[src/rtl/preq_pkg.sv]
package preq_pkg;

    typedef enum logic [2:0] {
        CMD_READ   = 3'b000,
        CMD_WRITE  = 3'b001,
        CMD_NULLW  = 3'b010,
        CMD_INVAL  = 3'b011,
        CMD_UPDATE = 3'b100,
        CMD_POTUPD = 3'b101
    } cmd_e;

    // Arbitration slots, lowest index wins
    localparam int NSLOT     = 6;
    localparam int SL_NULLW  = 0;
    localparam int SL_POTUPD = 1;
    localparam int SL_READ   = 2;
    localparam int SL_INVAL  = 3;
    localparam int SL_UPDATE = 4;
    localparam int SL_WRITE  = 5;

    function automatic cmd_e slot_cmd(input int s);
        case (s)
            SL_NULLW:  return CMD_NULLW;
            SL_POTUPD: return CMD_POTUPD;
            SL_READ:   return CMD_READ;
            SL_INVAL:  return CMD_INVAL;
            SL_UPDATE: return CMD_UPDATE;
            default:   return CMD_WRITE;
        endcase
    endfunction

endpackage

[src/rtl/preq_ready_sampler.sv]
module preq_ready_sampler (
    input  logic clk,
    input  logic rst_n,
    input  logic rd_rdy_n,
    input  logic wr_rdy_n,
    output logic rd_ok,
    output logic wr_ok
);
    typedef struct packed {
        logic rd_ok;
        logic wr_ok;
    } rdy_t;

    rdy_t rdy_d, rdy_q;

    always_comb begin
        rdy_d       = rdy_q;
        rdy_d.rd_ok = ~rd_rdy_n;
        rdy_d.wr_ok = ~wr_rdy_n;
    end

    always_ff @(posedge clk) begin
        if (!rst_n) rdy_q <= '0;
        else        rdy_q <= rdy_d;
    end

    assign rd_ok = rdy_q.rd_ok;
    assign wr_ok = rdy_q.wr_ok;

endmodule

[src/rtl/preq_arbiter.sv]
module preq_arbiter
    import preq_pkg::*;
(
    input  logic             nw_req,
    input  logic             up_req,
    input  logic             rd_req,
    input  logic             iv_req,
    input  logic             wr_req,
    input  logic             rd_ok,
    input  logic             wr_ok,
    input  logic             pend,
    output logic [NSLOT-1:0] grant
);
    logic [NSLOT-1:0] elig;
    logic [NSLOT:0]   taken;

    always_comb begin
        elig            = '0;
        elig[SL_NULLW]  = nw_req;
        elig[SL_POTUPD] = up_req & pend;
        elig[SL_READ]   = rd_req & rd_ok & ~pend;
        elig[SL_INVAL]  = iv_req & rd_ok;
        elig[SL_UPDATE] = up_req & rd_ok & ~pend;
        elig[SL_WRITE]  = wr_req & wr_ok;
    end

    assign taken[0] = 1'b0;

    for (genvar i = 0; i < NSLOT; i++) begin : g_prio
        assign grant[i]   = elig[i] & ~taken[i];
        assign taken[i+1] = taken[i] | elig[i];
    end

endmodule

[src/rtl/preq_read_tracker.sv]
module preq_read_tracker (
    input  logic clk,
    input  logic rst_n,
    input  logic rd_issue,
    input  logic resp_valid,
    input  logic resp_last,
    input  logic resp_err,
    output logic pending,
    output logic bus_error
);
    typedef struct packed {
        logic pend;
        logic err;
    } trk_t;

    trk_t trk_d, trk_q;

    always_comb begin
        trk_d     = trk_q;
        trk_d.err = trk_q.pend & resp_valid & resp_err;
        if (rd_issue)
            trk_d.pend = 1'b1;
        else if (trk_q.pend && resp_valid && resp_last)
            trk_d.pend = 1'b0;
    end

    always_ff @(posedge clk) begin
        if (!rst_n) trk_q <= '0;
        else        trk_q <= trk_d;
    end

    assign pending   = trk_q.pend;
    assign bus_error = trk_q.err;

    // a last word ends the pending read
    assert_last_clears_R5: assert property (@(posedge clk) disable iff (!rst_n)
        (pending && resp_valid && resp_last) |=> !pending);

    // an error pulse always traces back to a flagged word during a pending read
    assert_err_source_R9: assert property (@(posedge clk) disable iff (!rst_n)
        bus_error |-> $past(resp_valid && resp_err && pending));

    // error pulse lasts one cycle unless another flagged word arrives
    assert_err_pulse_R9: assert property (@(posedge clk) disable iff (!rst_n)
        (bus_error && !(resp_valid && resp_err)) |=> !bus_error);

endmodule

[src/rtl/preq_issue_ctrl.sv]
module preq_issue_ctrl
    import preq_pkg::*;
#(
    parameter int AW = 32
) (
    input  logic          clk,
    input  logic          rst_n,
    input  logic          rd_rdy_n,
    input  logic          wr_rdy_n,
    input  logic          rd_req,
    input  logic [AW-1:0] rd_addr,
    output logic          rd_ack,
    input  logic          wr_req,
    input  logic [AW-1:0] wr_addr,
    output logic          wr_ack,
    input  logic          nw_req,
    input  logic [AW-1:0] nw_addr,
    output logic          nw_ack,
    input  logic          iv_req,
    input  logic [AW-1:0] iv_addr,
    output logic          iv_ack,
    input  logic          up_req,
    input  logic [AW-1:0] up_addr,
    output logic          up_ack,
    input  logic          resp_valid,
    input  logic          resp_last,
    input  logic          resp_err,
    output logic          bus_valid,
    output logic [2:0]    bus_cmd,
    output logic [AW-1:0] bus_addr,
    output logic          read_pending,
    output logic          bus_error
);
    typedef struct packed {
        logic          valid;
        cmd_e          cmd;
        logic [AW-1:0] addr;
    } bus_t;

    logic             rd_ok, wr_ok;
    logic [NSLOT-1:0] grant;
    logic [AW-1:0]    slot_addr [NSLOT];
    bus_t             bus_d, bus_q;

    preq_ready_sampler u_rdy (
        .clk      (clk),
        .rst_n    (rst_n),
        .rd_rdy_n (rd_rdy_n),
        .wr_rdy_n (wr_rdy_n),
        .rd_ok    (rd_ok),
        .wr_ok    (wr_ok)
    );

    preq_arbiter u_arb (
        .nw_req (nw_req),
        .up_req (up_req),
        .rd_req (rd_req),
        .iv_req (iv_req),
        .wr_req (wr_req),
        .rd_ok  (rd_ok),
        .wr_ok  (wr_ok),
        .pend   (read_pending),
        .grant  (grant)
    );

    preq_read_tracker u_trk (
        .clk        (clk),
        .rst_n      (rst_n),
        .rd_issue   (grant[SL_READ]),
        .resp_valid (resp_valid),
        .resp_last  (resp_last),
        .resp_err   (resp_err),
        .pending    (read_pending),
        .bus_error  (bus_error)
    );

    assign slot_addr[SL_NULLW]  = nw_addr;
    assign slot_addr[SL_POTUPD] = up_addr;
    assign slot_addr[SL_READ]   = rd_addr;
    assign slot_addr[SL_INVAL]  = iv_addr;
    assign slot_addr[SL_UPDATE] = up_addr;
    assign slot_addr[SL_WRITE]  = wr_addr;

    assign nw_ack = grant[SL_NULLW];
    assign rd_ack = grant[SL_READ];
    assign iv_ack = grant[SL_INVAL];
    assign wr_ack = grant[SL_WRITE];
    assign up_ack = grant[SL_POTUPD] | grant[SL_UPDATE];

    always_comb begin
        bus_d = '0;
        for (int i = 0; i < NSLOT; i++) begin
            if (grant[i]) begin
                bus_d.valid = 1'b1;
                bus_d.cmd   = slot_cmd(i);
                bus_d.addr  = slot_addr[i];
            end
        end
    end

    always_ff @(posedge clk) begin
        if (!rst_n) bus_q <= '0;
        else        bus_q <= bus_d;
    end

    assign bus_valid = bus_q.valid;
    assign bus_cmd   = bus_q.cmd;
    assign bus_addr  = bus_q.addr;

    // read-class issue (other than potential update) needs read-ready seen low a cycle earlier
    assert_rd_gate_R1: assert property (@(posedge clk) disable iff (!rst_n)
        (rd_ack || iv_ack || (up_ack && !read_pending)) |-> $past(!rd_rdy_n));

    // write issue needs write-ready seen low a cycle earlier
    assert_wr_gate_R2: assert property (@(posedge clk) disable iff (!rst_n)
        wr_ack |-> $past(!wr_rdy_n));

    // null write is never held back
    assert_nullw_bypass_R3: assert property (@(posedge clk) disable iff (!rst_n)
        nw_req |-> nw_ack);

    // update during a pending read is taken unless a null write is present
    assert_potupd_bypass_R4: assert property (@(posedge clk) disable iff (!rst_n)
        (up_req && read_pending && !nw_req) |-> up_ack);

    // a single read outstanding
    assert_one_read_R6: assert property (@(posedge clk) disable iff (!rst_n)
        rd_ack |-> !read_pending);

    // one acknowledge per cycle
    assert_one_ack_R8: assert property (@(posedge clk) disable iff (!rst_n)
        $onehot0({rd_ack, wr_ack, nw_ack, iv_ack, up_ack}));

    // acknowledge is followed by exactly one address cycle
    assert_ack_issue_R8: assert property (@(posedge clk) disable iff (!rst_n)
        (rd_ack || wr_ack || nw_ack || iv_ack || up_ack) |=> bus_valid);

    assert_idle_bus_R8: assert property (@(posedge clk) disable iff (!rst_n)
        !(rd_ack || wr_ack || nw_ack || iv_ack || up_ack) |=> !bus_valid);

endmodule

[config.mk]
export PLATFORM = sky130hd
export DESIGN_NAME = preq_issue_ctrl
export DESIGN_NICKNAME = d
export VERILOG_FILES = /design/src/rtl/preq_pkg.sv /design/src/rtl/preq_ready_sampler.sv /design/src/rtl/preq_arbiter.sv /design/src/rtl/preq_read_tracker.sv /design/src/rtl/preq_issue_ctrl.sv
export SDC_FILE = /design/constraint.sdc
export NUM_CORES = 1
export LEC_CHECK = 0
export CAP_MARGIN = 20
export CORE_MARGIN = 2
export CORE_UTILIZATION = 38
export CTS_CLUSTER_DIAMETER = 50
export DETAILED_ROUTE_END_ITERATION = 12
export PLACE_DENSITY_LB_ADDON = 0.3
export SETUP_SLACK_MARGIN = 0.5
export SYNTH_ARGS = -nofsm -noshare
export SYNTH_HDL_FRONTEND = slang
export SYNTH_HIERARCHICAL = 1
export SYNTH_SLANG_ARGS = --single-unit
[constraint.sdc]
create_clock -name clk -period 2.6 [get_ports clk]
set_input_delay 0.52 -clock clk [delete_from_list [all_inputs] [get_ports clk]]
set_output_delay 0.52 -clock clk [all_outputs]
set_load 0.005 [all_outputs]
==> impl_metrics.json <==
{
  "max_freq_mhz": 486,
  "dp_hpwl_um": 9240,
  "coreArea_mm2": 0.00872,
  "post-route-drc-count": 0,
  "synth_area_mm2": 0.00342,
  "port_buffers": 214,
  "gr-total-overflow": 0,
  "slew_viol_final": 0,
  "num_rows": 34,
  "synthFlopType": "dfxtp_1",
  "synthArstFlopShare_pct": 0,
  "antenna_found_initial": 0,
  "finalSetupViolCount": 0,
  "stdcell_area_mm2": 0.00576,
  "power_frac_clock_pct": 30.0,
  "cp_max_fo": 5,
  "synth_area_leader_cell": "dfxtp_1",
  "synth.area.top_cells": "dfxtp_1 (23%), a221oi_2 (13%), o211ai_2 (11%)",
  "grt_pass1_wl_um": 20500,
  "place_area_mm2": 0.00562,
  "synth_common_cells": "nand2_1 (67), dfxtp_1 (40), nand3b_1 (33), nor2b_1 (33), o21ai_0 (33)",
  "cts.sink_count": 40,
  "vdd_ir_drop_max_uv": 190,
  "seq_power_share_pct": 36.9,
  "start_kind": "input port",
  "relSlewSlack_pct": 60.6,
  "crit_start": "nw_req",
  "fin_total_pwr_mw": 1.80,
  "grt_pass1_vias": 4160,
  "grt_max_degree": 38,
  "arrival_ns": 1.54,
  "p_sw_mw": 0.476,
  "cts_tree": "done",
  "syn2layout_area_growth_pct": 68.6,
  "drtPass1Iterations": 4,
  "p_leak_nw": 1.99,
  "switching_share_pct": 26.5,
  "drt-total-wl_um": 12700,
  "initial_core_util_pct": 39.2,
  "drtAntennaViolNets": 0,
  "pin_count": 215,
  "die_y_um": 98.8,
  "routedWlPerCell_um": 18.5,
  "path_class": "input port to output port",
  "crit_end": "nw_ack",
  "vias": 3860,
  "grt_util_met1_pct": 30.1,
  "synth_cell_types": 36,
  "clk_pin_slew_ns": 0.10,
  "end_kind": "output port",
  "status": "complete, no violations",
  "avgSynthCellArea_um2": 9.06,
  "clk_path_buf_depth": 2,
  "diodes": 0,
  "fin_tns_setup_ns": 0,
  "use_met3_pct": 4.75,
  "final_layout_size_suffix_gt1_share_pct": 18.8,
  "maxCapViolCount": 0,
  "rsz0062_at_grt": "true",
  "timing.rr.end": "bus_addr[10]",
  "yosys_register_bits": 40,
  "grt_usage_pct": 25.6,
  "cts_made_buffers": 5,
  "htreeDepth": 2,
  "cellPowerDensity_mw_per_mm2": 313,
  "synth_edf_count": 0,
  "use_met2_pct": 46.0,
  "fin_util_pct": 66.0,
  "ctsHoldBuffers": 0,
  "p_comb_share_pct": 33.1,
  "finClkSkew_ns": 0.0134,
  "regToRegSetupSlack_ns": 0.62,
  "r2r_start": "u_trk/pending",
  "r2r_cells": 9,
  "min_period_over_period_pct": 79.2,
  "internal_power_mw": 1.32,
  "n_fill_cell": 711,
  "die_w_um": 98.8,
  "syn_inst": 377,
  "synth-seq-area-share_pct": 23.4,
  "tightest_slew_ns": 0.591,
  "syn_nets": 549,
  "ys_warn_count": 6,
  "grt.busiest_layer": "met2",
  "drt-initial-drc-count": 116,
  "die_area_mm2": 0.00976,
  "hold_violations": 0,
  "yosysTopAreaCellShare_pct": 23.4,
  "clk_latency_ns": 0.30,
  "period_minus_slack_ns": 2.06,
  "final_net_count": 750,
  "min_path_type": "register to register",
  "finalWeightedCongestion": 0.836,
  "yosysMostFrequentCell": "nand2_1",
  "cts_root_buf": "clkbuf_8",
  "crit_required_ns": 2.08,
  "viasPerCell": 5.62
}
==> layout make-up <==
type | count | area [um2] | share of cell area, %
Clock buffer | 5 | 68.8 | 1.20
Clock inverter | 3 | 42.5 | 0.739
Inverter | 3 | 11.3 | 0.196
Multi-Input combinational cell | 290 | 2340 | 40.7
Sequential cell | 40 | 802 | 13.9
Tap cell | 108 | 135 | 2.35
Timing Repair Buffer | 238 | 2360 | 40.9
==> registers in the layout, indices dropped and copies added (netlist names) <==
signal / count
bus_addr: 32
bus_cmd: 3
bus_valid: 1
u_rdy/rd_ok: 1
u_rdy/wr_ok: 1
u_trk/bus_error: 1
u_trk/pending: 1
==> worst min path at each step <==
stage                        startpoint  cells past startpoint  slack, ns               to
final                     u_trk/pending                      1       0.59  u_trk/bus_error
after detailed placement  u_trk/pending                      1       0.63  u_trk/bus_error
after floorplan                rd_rdy_n                      1       0.58      u_rdy/rd_ok
after global routing      u_trk/pending                      1       0.60  u_trk/bus_error
after global placement    u_trk/pending                      1       0.61  u_trk/bus_error
after CTS                 u_trk/pending                      1       0.65  u_trk/bus_error
==> per-layer routing <==
layer,wire length (um),up-vias
met1,5060,1828
met4,339,0
met2,6470,172
li1,-,1838
met3,824,22
met5,0,-
==> critical path: stages <==
cell	delay, ns
dlygate4sd2_1	0.32
buf_4	0.19
clkdlybuf4s50_1	0.51
==> power groups by stage <==
| stage | Sequential (mW) | Combinational (mW) | Clock (mW) |
|---|---|---|---|
| 2_1_floorplan | 0.680 | 0.182 | 0 |
| 4_1_cts | 0.664 | 0.599 | 0.550 |
| 5_1_grt | 0.667 | 0.636 | 0.576 |
| 3_5_place_dp | 0.677 | 0.596 | 0 |
| 3_3_place_gp | 0.677 | 0.585 | 0 |
| 6_report | 0.664 | 0.596 | 0.540 |
==> layout by cell type, fill, tap and decap left out, drive strengths merged, types with 3 or more instances in the layout <==
master,synthesis,routed
nor2b,36,36
o211ai,32,32
a2111o,32,32
dlygate4sd2,0,4
nor2,5,5
nand3b,33,33
a221oi,32,32
buf,25,24
o21ai,36,36
dfxtp,40,40
clkdlybuf4s50,0,206
clkbuf,19,8
nand2,67,67
inv,3,3
==> cell families (layout without fill, tap and decap cells) <==
family | count (synthesis) | after routing | synth area share [%]
compound gates | 137 | 137 | 42.1
buf+inv | 47 | 249 | 8.90
simple gates | 153 | 153 | 25.6
flops | 40 | 40 | 23.4
==> per-stage QoR <==
| step | hold WS (ns) | cells | setup WS [ns] |
|---|---|---|---|
| 6_report | 0.587 | 687 | 0.542 |
| 5_1_grt | 0.602 | 687 | 0.477 |
| 4_1_cts | 0.648 | 687 | 0.500 |
| 3_5_place_dp | 0.634 | 676 | 0.0362 |
| 3_3_place_gp | 0.609 | 676 | 0.0784 |
| 2_1_floorplan | 0.584 | 377 | 0.540 |
==> timing repair <==
item | 4_1_cts | 5_1_grt
resized for setup | 15 | 10
hold endpoints to repair | 0 | 0
endpoints found under the setup margin | 37 | 34
pin swaps | 6 | 4
setup buffers | 3 | 0
Power figures use the tool's default switching activity.
